==> config.mk <==
export PLATFORM = sky130hd
export DESIGN_NAME = loopback_framer
export DESIGN_NICKNAME = d
export VERILOG_FILES = /design/src/rtl/loopback_pkg.sv /design/src/rtl/crc32_serial.sv /design/src/rtl/lb_tx.sv /design/src/rtl/lb_rx.sv /design/src/rtl/loopback_framer.sv
export SDC_FILE = /design/constraint.sdc
export NUM_CORES = 1
export LEC_CHECK = 0
export BUFFER_PORTS_ARGS = -buffer_cell sky130_fd_sc_hd__buf_4
export CAP_MARGIN = 20
export CORE_MARGIN = 5
export CORE_UTILIZATION = 44
export DETAILED_ROUTE_END_ITERATION = 7
export REMOVE_ABC_BUFFERS = 1
export SLEW_MARGIN = 20
export SYNTH_ARGS = -nofsm -noshare
export SYNTH_HDL_FRONTEND = slang
export SYNTH_SLANG_ARGS = --single-unit
export TNS_END_PERCENT = 10
==> constraint.sdc <==
create_clock -name clk -period 2 [get_ports clk]
set_input_delay 0.1 -clock clk [delete_from_list [all_inputs] [get_ports clk]]
set_output_delay 0.1 -clock clk [all_outputs]
set_load 0.01 [all_outputs]
==> src/rtl/loopback_pkg.sv <==
package loopback_pkg;
  localparam logic [7:0]  SFD_BYTE  = 8'hAB;
  localparam logic [31:0] POLY_REFL = 32'hEDB88320;
  localparam logic [31:0] RESIDUE   = 32'hC704DD7B;
  localparam int          PRE_BITS  = 56;

  typedef enum logic [2:0] {
    TX_IDLE, TX_PRE, TX_SFD, TX_DATA, TX_FCS
  } tx_state_t;

  function automatic logic [31:0] bit_rev32(input logic [31:0] v);
    logic [31:0] r;
    for (int i = 0; i < 32; i++) r[i] = v[31-i];
    return r;
  endfunction
endpackage

==> src/rtl/crc32_serial.sv <==
module crc32_serial
  import loopback_pkg::*;
(
  input  logic        clk,
  input  logic        rst_n,
  input  logic        clr,
  input  logic        en,
  input  logic        din,
  output logic [31:0] q
);
  logic fb;
  assign fb = q[0] ^ din;

  always_ff @(posedge clk) begin
    if (!rst_n || clr) q <= '1;
    else if (en)       q <= (q >> 1) ^ (fb ? POLY_REFL : 32'h0);
  end

  // a cleared engine starts from the all-ones preset
  a_r3_preset: assert property (@(posedge clk) disable iff (!rst_n)
    clr |=> q == 32'hFFFFFFFF);
endmodule

==> src/rtl/lb_tx.sv <==
module lb_tx
  import loopback_pkg::*;
#(
  parameter int CNT_W = 11
) (
  input  logic             clk,
  input  logic             rst_n,
  input  logic             start,
  input  logic [CNT_W-1:0] byte_count,
  input  logic             inhibit_crc,
  input  logic             src_valid,
  output logic             src_ready,
  input  logic [7:0]       src_data,
  input  logic [31:0]      crc_q,
  output logic             crc_en,
  output logic             crc_bit,
  output logic             launch,
  output logic             chk_mode,
  output logic             tx_bit,
  output logic             busy
);
  localparam int BC_W = $clog2(PRE_BITS);

  tx_state_t        state;
  logic [BC_W-1:0]  bitcnt;
  logic [CNT_W-1:0] cnt;
  logic [7:0]       sh;
  logic             byte_end;

  assign launch    = start && (state == TX_IDLE);
  assign busy      = (state != TX_IDLE);
  assign byte_end  = (state == TX_SFD || state == TX_DATA) && bitcnt == BC_W'(7);
  assign src_ready = byte_end && (cnt != '0);
  assign crc_en    = !chk_mode && (state == TX_DATA);
  assign crc_bit   = sh[0];

  always_comb begin
    unique case (state)
      TX_PRE:  tx_bit = ~bitcnt[0];
      TX_SFD:  tx_bit = SFD_BYTE[bitcnt[2:0]];
      TX_DATA: tx_bit = sh[0];
      TX_FCS:  tx_bit = ~crc_q[bitcnt[4:0]];
      default: tx_bit = 1'b0;
    endcase
  end

  always_ff @(posedge clk) begin
    if (!rst_n) begin
      state    <= TX_IDLE;
      bitcnt   <= '0;
      cnt      <= '0;
      sh       <= '0;
      chk_mode <= 1'b0;
    end else begin
      unique case (state)
        TX_IDLE: if (start) begin
          state    <= TX_PRE;
          bitcnt   <= '0;
          cnt      <= byte_count;
          chk_mode <= inhibit_crc;
        end
        TX_PRE: begin
          if (bitcnt == BC_W'(PRE_BITS-1)) begin
            state  <= TX_SFD;
            bitcnt <= '0;
          end else bitcnt <= bitcnt + 1'b1;
        end
        TX_SFD, TX_DATA: begin
          sh <= sh >> 1;
          if (!byte_end) bitcnt <= bitcnt + 1'b1;
          else begin
            bitcnt <= '0;
            if (cnt != '0) begin
              sh    <= src_data;
              cnt   <= cnt - 1'b1;
              state <= TX_DATA;
            end else begin
              state <= chk_mode ? TX_IDLE : TX_FCS;
            end
          end
        end
        TX_FCS: begin
          if (bitcnt == BC_W'(31)) state <= TX_IDLE;
          else bitcnt <= bitcnt + 1'b1;
        end
        default: state <= TX_IDLE;
      endcase
    end
  end

  // training bits alternate
  a_r1_pre_toggles: assert property (@(posedge clk) disable iff (!rst_n)
    (state == TX_PRE && $past(state) == TX_PRE) |-> tx_bit != $past(tx_bit));
  // the source keeps data available whenever a byte is requested
  a_r2_src_supplied: assert property (@(posedge clk) disable iff (!rst_n)
    src_ready |-> src_valid);
  // bytes are only requested inside a frame
  a_r2_ready_in_frame: assert property (@(posedge clk) disable iff (!rst_n)
    src_ready |-> busy);
  // the frame's mode does not change while it is sent
  a_r11_mode_stable: assert property (@(posedge clk) disable iff (!rst_n)
    (busy && $past(busy)) |-> $stable(chk_mode));
endmodule

==> src/rtl/lb_rx.sv <==
module lb_rx
  import loopback_pkg::*;
(
  input  logic        clk,
  input  logic        rst_n,
  input  logic        rx_en,
  input  logic        rx_bit,
  input  logic        chk_mode,
  input  logic        launch,
  input  logic [31:0] crc_q,
  output logic        crc_en,
  output logic        rx_valid,
  output logic [7:0]  rx_data,
  output logic        rx_done,
  output logic        crc_ok
);
  logic       in_pay;
  logic [7:0] hunt;
  logic [7:0] sr;
  logic [2:0] bcnt;
  logic [7:0] hunt_nx;
  logic [7:0] sr_nx;

  assign hunt_nx = {rx_bit, hunt[7:1]};
  assign sr_nx   = {rx_bit, sr[7:1]};
  assign crc_en  = in_pay && rx_en;

  always_ff @(posedge clk) begin
    if (!rst_n) begin
      in_pay   <= 1'b0;
      hunt     <= '0;
      sr       <= '0;
      bcnt     <= '0;
      rx_valid <= 1'b0;
      rx_data  <= '0;
      rx_done  <= 1'b0;
      crc_ok   <= 1'b0;
    end else begin
      rx_valid <= 1'b0;
      rx_done  <= 1'b0;
      if (launch) crc_ok <= 1'b0;
      if (!in_pay) begin
        if (rx_en) begin
          hunt <= hunt_nx;
          if (hunt_nx == SFD_BYTE) begin
            in_pay <= 1'b1;
            bcnt   <= '0;
          end
        end else hunt <= '0;
      end else if (rx_en) begin
        sr   <= sr_nx;
        bcnt <= bcnt + 1'b1;
        if (bcnt == 3'd7) begin
          rx_valid <= 1'b1;
          rx_data  <= sr_nx;
        end
      end else begin
        in_pay  <= 1'b0;
        hunt    <= '0;
        rx_done <= 1'b1;
        crc_ok  <= chk_mode && (bit_rev32(crc_q) == RESIDUE);
      end
    end
  end

  // bytes come out only from an active line
  a_r6_valid_from_line: assert property (@(posedge clk) disable iff (!rst_n)
    rx_valid |-> $past(rx_en));
  // end-of-reception is a single-cycle pulse
  a_r7_done_pulse: assert property (@(posedge clk) disable iff (!rst_n)
    rx_done |=> !rx_done);
  // a passing check only exists for frames the receiver checked
  a_r8_ok_needs_check: assert property (@(posedge clk) disable iff (!rst_n)
    crc_ok |-> chk_mode);
endmodule

==> src/rtl/loopback_framer.sv <==
module loopback_framer
  import loopback_pkg::*;
#(
  parameter int CNT_W = 11
) (
  input  logic             clk,
  input  logic             rst_n,
  input  logic             start,
  input  logic [CNT_W-1:0] byte_count,
  input  logic             inhibit_crc,
  input  logic             src_valid,
  output logic             src_ready,
  input  logic [7:0]       src_data,
  output logic             tx_bit,
  output logic             busy,
  input  logic             rx_en,
  input  logic             rx_bit,
  output logic             rx_valid,
  output logic [7:0]       rx_data,
  output logic             rx_done,
  output logic             crc_ok
);
  logic [31:0] crc_q;
  logic        tx_crc_en, tx_crc_bit, rx_crc_en;
  logic        launch, chk_mode;
  logic        crc_en, crc_din;

  // One engine: the per-frame mode decides which side drives it
  assign crc_en  = chk_mode ? rx_crc_en : tx_crc_en;
  assign crc_din = chk_mode ? rx_bit    : tx_crc_bit;

  crc32_serial u_crc (
    .clk(clk), .rst_n(rst_n), .clr(launch), .en(crc_en), .din(crc_din), .q(crc_q)
  );

  lb_tx #(.CNT_W(CNT_W)) u_tx (
    .clk(clk), .rst_n(rst_n), .start(start), .byte_count(byte_count),
    .inhibit_crc(inhibit_crc), .src_valid(src_valid), .src_ready(src_ready),
    .src_data(src_data), .crc_q(crc_q), .crc_en(tx_crc_en), .crc_bit(tx_crc_bit),
    .launch(launch), .chk_mode(chk_mode), .tx_bit(tx_bit), .busy(busy)
  );

  lb_rx u_rx (
    .clk(clk), .rst_n(rst_n), .rx_en(rx_en), .rx_bit(rx_bit), .chk_mode(chk_mode),
    .launch(launch), .crc_q(crc_q), .crc_en(rx_crc_en), .rx_valid(rx_valid),
    .rx_data(rx_data), .rx_done(rx_done), .crc_ok(crc_ok)
  );

  // a start during a frame does not restart it
  a_r9_start_ignored: assert property (@(posedge clk) disable iff (!rst_n)
    (busy && start) |-> !launch);
endmodule

==> Yosys cells after proc, flatten, opt, wreduce, memory -nomap -nowiden <==
Memory sizes are Yosys's and may differ from the RTL's. A register that Yosys moved wholly into a read port is not among the register bits.
Index checks and enable logic that the tools add are counted.
{ "totals": {"mem_bits_ro": 8, "n_memories": 1, "output_inout_bits": 14, "ff_bits": 92, "inputBits": 26, "wordCells": 110} }
{ "memory_table": {"columns": ["name", "depth", "width", "read_ports", "rd_clocked_by_memory_dff", "wr", "line", "text"], "rows": [
  ["(no name shown)", 8, 1, 1, 1, 0, "lb_tx.sv:40", "TX_SFD: tx_bit = SFD_BYTE[bitcnt[2:0]];"]
]} }
{ "classes": {"bitwise_logic": 4, "eq_ne": 17, "reduce_logical": 26, "n_lt_le_gt_ge": 2, "n_addsub": 3, "n_mux": 43} }
{ "ops": {"columns": ["cell", "n"], "rows": [
  ["2-to-1 mux 8 bit", 5],
  ["2-to-1 mux 3 bit", 12],
  ["2-to-1 mux 11 bit", 3],
  ["equality test 32 bit (second input constant)", 1],
  ["2-to-1 mux 32 bit", 1],
  ["XOR 31 x 32 -> 32 bit", 1],
  ["2-to-1 mux 6 bit", 4],
  ["one-hot mux 6 bit (4 select lines)", 1],
  ["one-hot mux 11 bit (2 select lines)", 1],
  ["2-to-1 mux 1 bit", 13],
  ["one-hot mux 3 bit (4 select lines)", 1],
  ["nonzero test 11 bit", 1],
  ["subtractor 11 x 1 -> 11 bit (second input constant)", 1],
  ["AND reduction 3 bit", 3],
  ["equality test 8 bit (second input constant)", 1],
  ["!= test 2 x 1 -> 1 bit (second input constant)", 4],
  ["AND reduction 2 bit", 4],
  ["AND reduction 4 bit", 2],
  ["adder 6 x 1 -> 6 bit (second input constant)", 1],
  ["equality test 3 x 2 -> 1 bit (second input constant)", 2],
  ["equality test 3 bit (second input constant)", 2],
  ["equality test 6 x 3 -> 1 bit (second input constant)", 1],
  ["equality test 6 x 5 -> 1 bit (second input constant)", 1],
  ["equality test 6 bit (second input constant)", 1],
  ["other kinds (17)", 28]
]} }

==> Depth between registers and ports, before layout <==
{ "depth": {"word_depth": 7, "depth_mapped": 7} }

==> Hierarchy <==
From an unflattened synthesis, not the netlist that was laid out.
{ "hier_totals": {"cells_unflattened": 507, "area_unflattened_um2": 4753.3} }
{ "by_module_without_submodules": {"columns": ["module", "area_each_um2", "cells_each", "seq_area_each_um2", "instances"], "rows": [
  ["lb_tx", 2023.2, 250, 600.6, 1],
  ["crc32_serial", 1516.5, 125, 640.6, 1],
  ["lb_rx", 1191.1, 130, 580.6, 1],
  ["loopback_framer", 22.5, 2, 0.0, 1]
]} }

==> Worst setup path after synthesis <==
No wires, ideal clock.
{ "synth_path": {"path_kind": "flip-flop to output port", "start": "reg u_tx.bitcnt[0]", "end": "out tx_bit", "t_arrival_ps": 1575, "slack_ps": 325, "path_stages_with_launch": 7, "n_path_buf": 1, "path_cell_list": "dfxtp_1 -> buf_2 -> mux4_2 -> mux2i_1 -> mux2_1 -> nand3_1 -> nand3_1"} }
{ "synth_via": {"elab_chain_cells": 4, "elab_cells_between_ends": 5, "cone_classes": "3 x mux; 2 x bitwise"} }
{ "synth_lines": {"columns": ["item", "line", "text"], "rows": [
  ["start, declared", "lb_tx.sv:25", "logic [BC_W-1:0] bitcnt;"],
  ["start signal, assigned", "lb_tx.sv:66", "end else bitcnt <= bitcnt + 1'b1;"],
  ["start signal, assigned", "lb_tx.sv:70", "if (!byte_end) bitcnt <= bitcnt + 1'b1;"],
  ["start signal, assigned", "lb_tx.sv:84", "else bitcnt <= bitcnt + 1'b1;"],
  ["binary-select mux 1 bit (select 5 bit)", "lb_tx.sv:42", "TX_FCS: tx_bit = ~crc_q[bitcnt[4:0]];"],
  ["2-to-1 mux 1 bit (implied by the code)", "lb_tx.sv:42", null],
  ["NOT 1 bit", "lb_tx.sv:42", null],
  ["one-hot mux 1 bit (4 select lines) (*)", "lb_tx.sv:38", "unique case (state)"],
  ["end, declared", "loopback_framer.sv:14", "output logic tx_bit,"]
]} }
Every way passes the cells marked *; elsewhere a longest branch is shown, timed or not. The select of a mux whose other input is x is not followed.

==> Worst setup path in the final report <==
Ends and elaborated chain as after synthesis.

==> reports/metrics.cfg <==
[status]
outcome=complete, but fails checks
violations=setup timing

[layout]
drive_above_1_share_pct=19.3
diodes=0
syn_to_final_growth_pct=19.6
nets=591

[synthesis]
yosys_warnings=0
synthMostInstantiatedCell=dfxtp_1
yosysUniqueCellTypes=61
synth_edf_count=0
yosys.area.top_type=dfxtp_1
synth_area_sq_um=4350
syn_inst=514
synth-async-reset-ratio_pct=0
synth_commonest_cells=dfxtp_1, nand2_1, nor2_1, a21oi_1, nand3_1
synth_top_area_share_pct=41.9
synthTopCellsByArea=dfxtp_1, nand2_1, nor2_1
syn_avg_cell_area_sq_um=8.46
synth_ff_type=dfxtp_1
yosysSeqAreaShare_pct=41.9
ys_seq_elements=91

[placed_design]
hpwlAfterDp_mm=6.77
portBuffers=38
place_ws_ns=0.0685
gp_congestion=0.807

[critical_path]
startpoint_type=register
critPathSlowestCell=mux4_2
cpMostUsedCell=nand3_2
cp_num_buf_inv=2
critical_path.cell_chain=buf_12 -> mux4_2 -> mux2i_2 -> mux2_4 -> nand3_2 -> nand3_2 -> buf_6
crit_cells=7
max_stage_delay_ns=0.50
rr_worst_depth=7
cp_data_required_time_ns=1.90
crit_type=reg2out
worstPathArrival_ns=2.03
critPathMaxFanout=7
crit_family=multiplexers
cp-end-kind=output pin

[global_routing]
grt_max_degree=33
grt-ovfl-total=0
antenna_found_initial=0
grt_pass1_vias=3538
gr-usage-all-layers_pct=17.5
grt_first_pass_wirelength_mm=16.8

[timing]
max-slew-margin-rel_pct=27.8
setup_ws_ns=-0.132
hold_viol_final=0
min_period_over_period_pct=107
setup_viol=7
grt_setup_unrepaired=yes
worst_pin_slew_ns=1.08
fin_crit_ns=2.13
clock.fmax_mhz=469
fin_skew_ns=0.0107
slew_viol_final=0
hold_slack_ns=0.00223

[power_and_ir_drop]
p_per_area_nw_per_um2=1130
vdd_drop_max_mv=0.452
finalPower_mw=5.88
total_leakage_power_nw=2.02

[drt]
routed_wl_mm=10.2
post-route-drc-count=0
post_drt_wl_per_cell_um=14.5
first_iter_violations=217
num_vias=3729
routed_via_density=5.33
drtAntennaViolNets=0
first_pass_iters=4

[cts]
htreeDepth=3
numCtsBuffers=9
clockBufferDepth=2
cts.sinks=91
cts_root_buf=clkbuf_8
cts_tree=yes
clk_latency_ns=0.37
path_clk_slew_ns=0.10

[job]
drv_cap=0

[floorplan]
io_pins=40
rows=36
initial_utilization_pct=44.7
coreArea_sq_um=9730
fp.dieW_um=109
die_area_sq_um=12000
die-height_um=109

[min_path]
hold_path_class=in2reg
hold_depth=3

## report_power, final
| part | switching [mW] | internal [mW] |
|---|---|---|
| Clock | 0.742 | 0.614 |
| Sequential | 0.243 | 2.05 |
| Combinational | 1.21 | 1.02 |
## path summary, 6_finish.rpt
check | start | end | slack, ns
setup / recovery | u_tx.bitcnt[0] | tx_bit | -0.13
hold / removal | inhibit_crc | u_tx.chk_mode | 0.002
setup reg to reg | u_tx.bitcnt[0] | u_tx.cnt[1] | -0.04
hold reg to reg | u_rx.rx_data[0] | u_rx.rx_data[0] | 0.46
## placed cells by master, fill, tap and decap left out, types with 4 or more instances in the layout
cell	count
nand4b_1	4
xor2_1	15
o21ai_1	19
mux2i_1	18
nor2_1	61
o211ai_1	4
nand3_1	29
and3_1	4
buf_4	60
a22oi_1	4
a21oi_1	38
xnor2_1	6
clkbuf_8	9
dfxtp_1	90
o21ai_0	9
mux4_2	8
nor3_1	6
o22ai_1	4
ha_1	4
nand2_1	89
## through the flow
| step | std cells | setup TNS (ns) | utilization, % | cell area (sq um) |
|---|---|---|---|---|
| final | 699 | -0.232 | 53.5 | 5200 |
| after global routing | 699 | -2.03 | 53.5 | 5200 |
| after CTS | 696 | -0.149 | 53.0 | 5160 |
| after detailed placement | 672 | 0 | 49.6 | 4830 |
| after global placement | 672 | 0 | 49.6 | 4830 |
| after floorplan | 481 | -51.03 | - | 4200 |
## logic make-up after synthesis
| kind of cell | synth area share (%) |
|---|---|
| fa+ha+maj | 1.15 |
| simple gates | 24.4 |
| buf+inv | 3.97 |
| compound gates | 15.0 |
| flops | 41.9 |
| mux | 9.00 |
| xor+xnor | 4.60 |
## sequential cells by signal, indices dropped and copies added, names as in the netlist, 3 cells and up, named ones only
signal	flops
u_rx.sr	7
u_tx.bitcnt	6
u_tx.sh	8
u_rx.bcnt	3
u_rx.rx_data	8
u_rx.hunt	7
u_crc.q	32
u_tx.state	3
u_tx.cnt	11
## layer usage
metal / vias to the layer above / global-route usage (%) / wire [um]
met5: - / 0 / 0
met4: 0 / 5.16 / 112
met3: 9 / 3.99 / 400
met2: 64 / 28.9 / 4750
met1: 1746 / 22.7 / 4890
li1: 1910 / - / -
## worst reg2reg max path, cell delays in order, from the launching register on
cell,delay (ns)
dfxtp_4,0.36
buf_4,0.13
ha_1,0.25
and3b_1,0.21
a31oi_1,0.45
a41o_1,0.35
nand2_1,0.10
a21oi_1,0.11
## layout make-up
type                       instances  area (sq um)
sequential                        91          1830
inverter                           5          18.8
clock buffer                       9           124
tap                              133           166
clock inverter                     7          95.1
timing repair buffer              68           563
multi-input combinational        386          2410
fill                             937          4530
## timing repair
item | CTS | global route
buffers inserted | 5 | 2
hold endpoints to repair | 4 | 0
endpoints found under the setup margin | 2 | 24
resized for setup | 8 | 3
cloned | 0 | 1
hold buffers | 3 | 0
pin swaps | 2 | 2
No activity file was read; power rests on OpenSTA's default activity.
